===== src/rtl/atu_pkg.sv =====
package atu_pkg;
  localparam int DB_W = 6;
  localparam int MAC_W = 48;

  localparam logic [2:0] ADDR_OP   = 3'd0;
  localparam logic [2:0] ADDR_DATA = 3'd1;
  localparam logic [2:0] ADDR_MAC0 = 3'd2;
  localparam logic [2:0] ADDR_MAC1 = 3'd3;
  localparam logic [2:0] ADDR_MAC2 = 3'd4;

  typedef enum logic [2:0] {
    CMD_NOP      = 3'd0,
    CMD_FM_ALL   = 3'd1,
    CMD_FM_NS    = 3'd2,
    CMD_LOAD     = 3'd3,
    CMD_NEXT     = 3'd4,
    CMD_FM_DB    = 3'd5,
    CMD_FM_DB_NS = 3'd6,
    CMD_RSVD     = 3'd7
  } cmd_t;

  typedef struct packed {
    logic clear;
    logic scan;
    logic commit;
  } strobe_t;
endpackage


===== src/rtl/atu_control.sv =====
module atu_control
  import atu_pkg::*;
#(
  parameter int ENTRIES = 16,
  localparam int IDXW = $clog2(ENTRIES)
) (
  input  logic            clk,
  input  logic            rstN,
  input  logic            start,
  output strobe_t         stb,
  output logic [IDXW-1:0] idx,
  output logic            idle
);
  typedef enum logic [1:0] {S_IDLE, S_SCAN, S_COMMIT} seq_t;
  seq_t seqState;

  always_ff @(posedge clk) begin
    if (!rstN) begin
      seqState <= S_IDLE;
      idx      <= '0;
    end else begin
      unique case (seqState)
        S_IDLE: if (start) begin
          seqState <= S_SCAN;
          idx      <= '0;
        end
        S_SCAN: begin
          if (idx == IDXW'(ENTRIES - 1)) seqState <= S_COMMIT;
          else idx <= idx + 1'b1;
        end
        S_COMMIT: seqState <= S_IDLE;
        default:  seqState <= S_IDLE;
      endcase
    end
  end

  always_comb begin
    stb.clear  = start && (seqState == S_IDLE);
    stb.scan   = (seqState == S_SCAN);
    stb.commit = (seqState == S_COMMIT);
  end
  assign idle = (seqState == S_IDLE);
endmodule


===== src/rtl/atu_datapath.sv =====
module atu_datapath
  import atu_pkg::*;
#(
  parameter int ENTRIES = 16,
  parameter int PORTS = 8,
  localparam int IDXW = $clog2(ENTRIES),
  localparam int HALF = PORTS / 2
) (
  input  logic            clk,
  input  logic            rstN,
  input  logic            wrEn,
  input  logic [2:0]      addr,
  input  logic [15:0]     wrData,
  input  strobe_t         stb,
  input  logic [IDXW-1:0] idx,
  output logic            start,
  output logic            opBusy,
  output logic            fullViol,
  output logic [15:0]     rdData
);
  // table storage
  logic [ENTRIES-1:0] tValid;
  logic [MAC_W-1:0]   tMac   [ENTRIES];
  logic [DB_W-1:0]    tDb    [ENTRIES];
  logic [3:0]         tState [ENTRIES];
  logic [PORTS-1:0]   tPv    [ENTRIES];
  logic               tTrunk [ENTRIES];

  // host registers
  cmd_t             opCode;
  logic [DB_W-1:0]  opDb;
  logic [3:0]       dState;
  logic [PORTS-1:0] dPv;
  logic             dTrunk;
  logic [MAC_W-1:0] macReg;

  // scan trackers
  logic             matchHit, freeHit, bestHit;
  logic [IDXW-1:0]  matchIdx, freeIdx, bestIdx;
  logic [MAC_W-1:0] bestMac;

  assign start = wrEn && (addr == ADDR_OP) && wrData[15] && !opBusy;

  // scope decode for the flush/move family
  logic isFm, dbAll, classAll, inScope, curMatch, curBetter;
  logic flushHit, moveHit;
  logic [PORTS-1:0] srcMask, dstMask, movedPv;
  logic [HALF-1:0]  srcPort, dstPort;

  always_comb begin
    isFm     = opCode inside {CMD_FM_ALL, CMD_FM_NS, CMD_FM_DB, CMD_FM_DB_NS};
    dbAll    = opCode inside {CMD_FM_ALL, CMD_FM_NS};
    classAll = opCode inside {CMD_FM_ALL, CMD_FM_DB};
    inScope  = tValid[idx] && (dbAll || tDb[idx] == opDb) &&
               (classAll || tState[idx] != 4'hF);
    srcPort  = dPv[HALF-1:0];
    dstPort  = dPv[PORTS-1:HALF];
    srcMask  = PORTS'(1) << srcPort;
    dstMask  = (&dstPort) ? '0 : (PORTS'(1) << dstPort);
    movedPv  = (tPv[idx] & ~srcMask) | dstMask;
    flushHit = stb.scan && isFm && inScope && (dState == 4'h0);
    moveHit  = stb.scan && isFm && inScope && (dState == 4'hF) &&
               |(tPv[idx] & srcMask);
    curMatch = tValid[idx] && (tMac[idx] == macReg) && (tDb[idx] == opDb);
    curBetter = tValid[idx] && (tDb[idx] == opDb) && (tMac[idx] > macReg) &&
                (!bestHit || tMac[idx] < bestMac);
  end

  // trackers
  always_ff @(posedge clk) begin
    if (!rstN || stb.clear) begin
      matchHit <= 1'b0; freeHit <= 1'b0; bestHit <= 1'b0;
      matchIdx <= '0;   freeIdx <= '0;   bestIdx <= '0;
      bestMac  <= '0;
    end else if (stb.scan) begin
      if (curMatch) begin
        matchHit <= 1'b1;
        matchIdx <= idx;
      end
      if (!tValid[idx] && !freeHit) begin
        freeHit <= 1'b1;
        freeIdx <= idx;
      end
      if (curBetter) begin
        bestHit <= 1'b1;
        bestIdx <= idx;
        bestMac <= tMac[idx];
      end
    end
  end

  logic loadCommit, loadWrite;
  logic [IDXW-1:0] loadIdx;
  always_comb begin
    loadCommit = stb.commit && (opCode == CMD_LOAD);
    loadWrite  = loadCommit && (dState != 4'h0) && (matchHit || freeHit);
    loadIdx    = matchHit ? matchIdx : freeIdx;
  end

  // valid bits
  always_ff @(posedge clk) begin
    if (!rstN) tValid <= '0;
    else if (flushHit) tValid[idx] <= 1'b0;
    else if (loadCommit && dState == 4'h0 && matchHit) tValid[matchIdx] <= 1'b0;
    else if (loadWrite) tValid[loadIdx] <= 1'b1;
  end

  // entry payload
  always_ff @(posedge clk) begin
    if (moveHit) tPv[idx] <= movedPv;
    else if (loadWrite) begin
      tMac[loadIdx]   <= macReg;
      tDb[loadIdx]    <= opDb;
      tState[loadIdx] <= dState;
      tPv[loadIdx]    <= dPv;
      tTrunk[loadIdx] <= dTrunk;
    end
  end

  // host registers and command completion
  always_ff @(posedge clk) begin
    if (!rstN) begin
      opBusy <= 1'b0; fullViol <= 1'b0; opCode <= CMD_NOP; opDb <= '0;
      dState <= '0;   dPv <= '0;        dTrunk <= 1'b0;    macReg <= '0;
    end else if (!opBusy) begin
      if (wrEn) begin
        unique case (addr)
          ADDR_OP: begin
            opCode <= cmd_t'(wrData[14:12]);
            opDb   <= {wrData[9:8], wrData[3:0]};
            if (wrData[15]) begin
              opBusy   <= 1'b1;
              fullViol <= 1'b0;
            end
          end
          ADDR_DATA: begin
            dState <= wrData[3:0];
            dPv    <= wrData[4 +: PORTS];
            dTrunk <= wrData[15];
          end
          ADDR_MAC0: macReg[47:32] <= wrData;
          ADDR_MAC1: macReg[31:16] <= wrData;
          ADDR_MAC2: macReg[15:0]  <= wrData;
          default: ;
        endcase
      end
    end else if (stb.commit) begin
      opBusy <= 1'b0;
      if (loadCommit && dState != 4'h0 && !matchHit && !freeHit) fullViol <= 1'b1;
      if (opCode == CMD_NEXT) begin
        if (bestHit) begin
          dState <= tState[bestIdx];
          dPv    <= tPv[bestIdx];
          dTrunk <= tTrunk[bestIdx];
          macReg <= bestMac;
        end else begin
          dState <= '0;
          dPv    <= '0;
          dTrunk <= 1'b0;
          macReg <= '1;
        end
      end
    end
  end

  // read mux
  logic [15:0] dataWord;
  always_comb begin
    dataWord = '0;
    dataWord[3:0] = dState;
    dataWord[4 +: PORTS] = dPv;
    dataWord[15] = dTrunk;
    unique case (addr)
      ADDR_OP:   rdData = {opBusy, opCode, 2'b00, opDb[5:4], 3'b000, fullViol, opDb[3:0]};
      ADDR_DATA: rdData = dataWord;
      ADDR_MAC0: rdData = macReg[47:32];
      ADDR_MAC1: rdData = macReg[31:16];
      ADDR_MAC2: rdData = macReg[15:0];
      default:   rdData = '0;
    endcase
  end
endmodule


===== src/rtl/addr_table_engine.sv =====
module addr_table_engine
  import atu_pkg::*;
#(
  parameter int ENTRIES = 16,
  parameter int PORTS = 8
) (
  input  logic        clk,
  input  logic        rstN,
  input  logic        regWrEn,
  input  logic [2:0]  regAddr,
  input  logic [15:0] regWrData,
  output logic [15:0] regRdData
);
  localparam int IDXW = $clog2(ENTRIES);

  strobe_t         stb;
  logic [IDXW-1:0] scanIdx;
  logic            start, opBusy, fullViol, ctrlIdle;

  atu_control #(.ENTRIES(ENTRIES)) ctrl (
    .clk(clk), .rstN(rstN), .start(start),
    .stb(stb), .idx(scanIdx), .idle(ctrlIdle)
  );

  atu_datapath #(.ENTRIES(ENTRIES), .PORTS(PORTS)) dp (
    .clk(clk), .rstN(rstN), .wrEn(regWrEn), .addr(regAddr), .wrData(regWrData),
    .stb(stb), .idx(scanIdx), .start(start), .opBusy(opBusy),
    .fullViol(fullViol), .rdData(regRdData)
  );
endmodule


===== config.mk =====
export PLATFORM = sky130hd
export DESIGN_NAME = addr_table_engine
export DESIGN_NICKNAME = d
export VERILOG_FILES = /design/src/rtl/atu_pkg.sv /design/src/rtl/atu_control.sv /design/src/rtl/atu_datapath.sv /design/src/rtl/addr_table_engine.sv
export SDC_FILE = /design/constraint.sdc
export NUM_CORES = 2
export LEC_CHECK = 0
export BUFFER_PORTS_ARGS = -buffer_cell sky130_fd_sc_hd__buf_2
export CAP_MARGIN = 20
export CORE_MARGIN = 2
export CORE_UTILIZATION = 60
export DETAILED_ROUTE_END_ITERATION = 16
export PLACE_DENSITY = 0.75
export REMOVE_ABC_BUFFERS = 1
export SYNTH_ARGS = -nofsm -noshare
export SYNTH_HDL_FRONTEND = slang
export SYNTH_SLANG_ARGS = --single-unit

===== constraint.sdc =====
create_clock -name clk -period 14.5 [get_ports clk]
set_clock_uncertainty 0.2 [all_clocks]
set_input_delay 0.725 -clock clk [delete_from_list [all_inputs] [get_ports clk]]
set_output_delay 0.725 -clock clk [all_outputs]
set_load 0.005 [all_outputs]

==> results.sh <==
export IMPL_setup_tns_ns=0
export IMPL_cts_tree="done"
export IMPL_synthArstFlopShare_pct=0
export IMPL_cts_max_path_buffers=3
export IMPL_worstPathRequired_ns=14.92
export IMPL_drive_gt1_share_pct=22.6
export IMPL_placed_area_sq_um=54000
export IMPL_syn_inst=2990
export IMPL_multiInputGateArea_sq_um=15900
export IMPL_cts_resized=0
export IMPL_firstDrtPassIters=6
export IMPL_wl_mm=134
export IMPL_drtAntennaViolNets=0
export IMPL_hp_class="input port to flip-flop"
export IMPL_rsz0062_at_grt="false"
export IMPL_hold_viol_final=0
export IMPL_die_w_um=300
export IMPL_die_area_sq_um=89800
export IMPL_total_power_w=0.00720
export IMPL_slew_headroom_pct=20.4
export IMPL_globalRouteOverflowTotal=0
export IMPL_reg2reg_slack_ns=7.78
export IMPL_hold_buffers=0
export IMPL_tightest_slew_ns=1.19
export IMPL_hpwl_mm=77.9
export IMPL_grt_usage_pct=30.4
export IMPL_status="finished, final reports clean"
export IMPL_row_count=108
export IMPL_wire_per_inst_um=31.2
export IMPL_drc=0
export IMPL_synth_area_sq_um=52400
export IMPL_root_buffer="clkbuf_16"
export IMPL_port_buffers=37
export IMPL_clk_latency_ns=0.71
export IMPL_htree_levels=3
export IMPL_p_leak_nw=17.4
export IMPL_grt_pass1_wl_mm=198
export IMPL_yosysWarnings=0
export IMPL_first_global_vias=29900
export IMPL_gp_congestion=0.942
export IMPL_period_minus_slack_ns=6.72
export IMPL_setup_violations=0
export IMPL_ff_latch_area_sq_um=35500
export IMPL_via_per_inst=6.91
export IMPL_whs_ns=0.249
export IMPL_fp_dieH_um=300
export IMPL_ioPinCount=38
export IMPL_critical_path_class="flip-flop to flip-flop"
export IMPL_power_density_nw_per_um2=124
export IMPL_initial_core_util_pct=60.5
export IMPL_synth_top_flop_cell="edfxtp_1"
export IMPL_drt_iter0_drc=3821
export IMPL_post_cts_buffers=0
export IMPL_fmax_mhz=149
export IMPL_synth_seq_cells=1237
export IMPL_synth_edff_count=1072
export IMPL_design_core_area_sq_um=86600
export IMPL_startpoint_type="flip-flop"
export IMPL_antenna_found_initial=2
export IMPL_grt_max_degree=137
export IMPL_cap_violations=0
export IMPL_pre_cts_ws_ns=7.83
export IMPL_slew_violations=0
export IMPL_area_delta_synth_final_pct=10.9
export IMPL_yosysSeqAreaShare_pct=67.7
export IMPL_layout_nets=3172
export IMPL_timing_final_ws_setup_ns=7.78
export IMPL_max_vdd_ir_drop_v=0.0000980
export IMPL_critPathCaptureType="flip-flop"
export IMPL_numCtsBuffers=120
export IMPL_synthTopCellsByCount="1072 x edfxtp_1, 365 x mux4_2, 205 x nand2_1, 165 x dfxtp_1, 121 x mux2i_1"
export IMPL_fillers=5523
export IMPL_period_share_pct=46.3
export IMPL_cts_sinks=1237
export IMPL_syn_avg_cell_area_sq_um=17.5
export IMPL_cts_clk_slew_worst_paths_ns=0.06
export IMPL_design_area_sq_um=58100
export IMPL_worstPathMaxFanout=98
export IMPL_yosysTopAreaCell="edfxtp_1"
export IMPL_crit_arrival_ns=7.14
export IMPL_yosysMostFrequentCell="edfxtp_1"
export IMPL_synthTopCellsByArea="edfxtp_1 61%, mux4_2 16%, dfxtp_1 6.3%"
export IMPL_via_count=29800
export IMPL_yosys_area_top_type_share_pct=61.4
export IMPL_yosysUniqueCellTypes=62
sequential cells by signal, summed over array words and instances (netlist names), 8 cells and up, named ones only:
signal / count
dp.macReg: 48
dp.bestMac: 48
dp.tValid: 16
dp.dPv: 8
dp.tDb: 96
dp.tState: 64
dp.tMac: 768
dp.tPv: 128
dp.tTrunk: 16
layer usage:
metal	part of all wire, %	wire length (um)	GRT usage [%]	vias to the layer above
met3	11	14900	6.18	272
met2	48	64200	47.9	1776
met4	3.0	4000	9.45	4
li1	-	-	-	12200
met1	38	51300	43.4	15500
met5	0.022	29	0	-
cells in the final DEF (no fill, tap or decap), drive strengths merged, types with 10 or more instances in the layout:
| master | Yosys | final |
|---|---|---|
| edfxtp | 1072 | 1072 |
| mux4 | 365 | 365 |
| nand2 | 205 | 205 |
| dfxtp | 165 | 165 |
| clkbuf | 110 | 145 |
| mux2i | 121 | 121 |
| inv | 107 | 112 |
| nor2 | 110 | 110 |
| buf | 61 | 109 |
| ha | 99 | 99 |
| a21oi | 84 | 84 |
| a21boi | 60 | 60 |
| clkinv | 1 | 52 |
| o221ai | 51 | 51 |
| nand3 | 43 | 43 |
| nand4 | 32 | 32 |
| o21ai | 29 | 29 |
| nand2b | 25 | 25 |
| nor2b | 25 | 25 |
| o22ai | 24 | 24 |
| a21o | 19 | 19 |
| a22oi | 17 | 17 |
| nor3 | 16 | 16 |
| o211a | 16 | 16 |
| bufinv | 0 | 15 |
| or3 | 10 | 10 |
| a41oi | 10 | 10 |
| clkinvlp | 0 | 10 |
power breakdown:
part / internal [W] / leakage, nW / switching, W
combinational: 0.0000486 / 4.81 / 0.0000825
clock: 0.00183 / 1.98 / 0.00136
sequential: 0.00385 / 10.6 / 0.0000318
total: 0.00573 / 17.4 / 0.00147
final timing paths:
check / startpoint / to / cells past startpoint
worst max-delay path: flip-flop / dp.bestIdx[3] / 14
worst max register to register: flip-flop / dp.bestIdx[3] / 14
worst min register to register: dp.bestIdx[2] / flip-flop / 2
worst min-delay path: regWrData[14] / dp.opCode[2] / 3
stage by stage:
stage	util (%)	instances
floorplan	-	2819
global placement	62.3	4075
detailed placement	62.3	4075
CTS	67.0	4300
global route	67.1	4309
finish	67.1	4312
logic make-up after synthesis:
family | share of synthesized area (%)
compound gates | 4.96
xor+xnor | 0.134
fa+ha+maj | 2.36
buf+inv | 2.23
flops | 67.7
mux | 18.1
simple gates | 4.47
worst max-delay path: stages (launching register included):
cell       delay [ns]
dfxtp_4          0.61
buf_12           0.55
buf_12           0.62
mux4_2           0.61
mux4_2           0.55
ha_1             0.35
nand4_1          0.17
nor2_1           0.29
nand3_1          0.15
nor4_1           0.48
a2111oi_0        0.20
o211a_1          0.20
a2111oi_4        0.31
buf_4            0.56
mux2i_1          0.31
area by class of cell:
type                    count  share of cell area (%)
flip-flops and latches   1237                    61.1
multi-input cells        1474                    27.4
clock buffers             144                    5.46
well taps                1155                    2.49
clock inverters            81                    1.51
repair buffers            110                    1.37
inverters                 108                   0.697
diodes                      3                  0.0129
(Power assumes the default switching activity.)
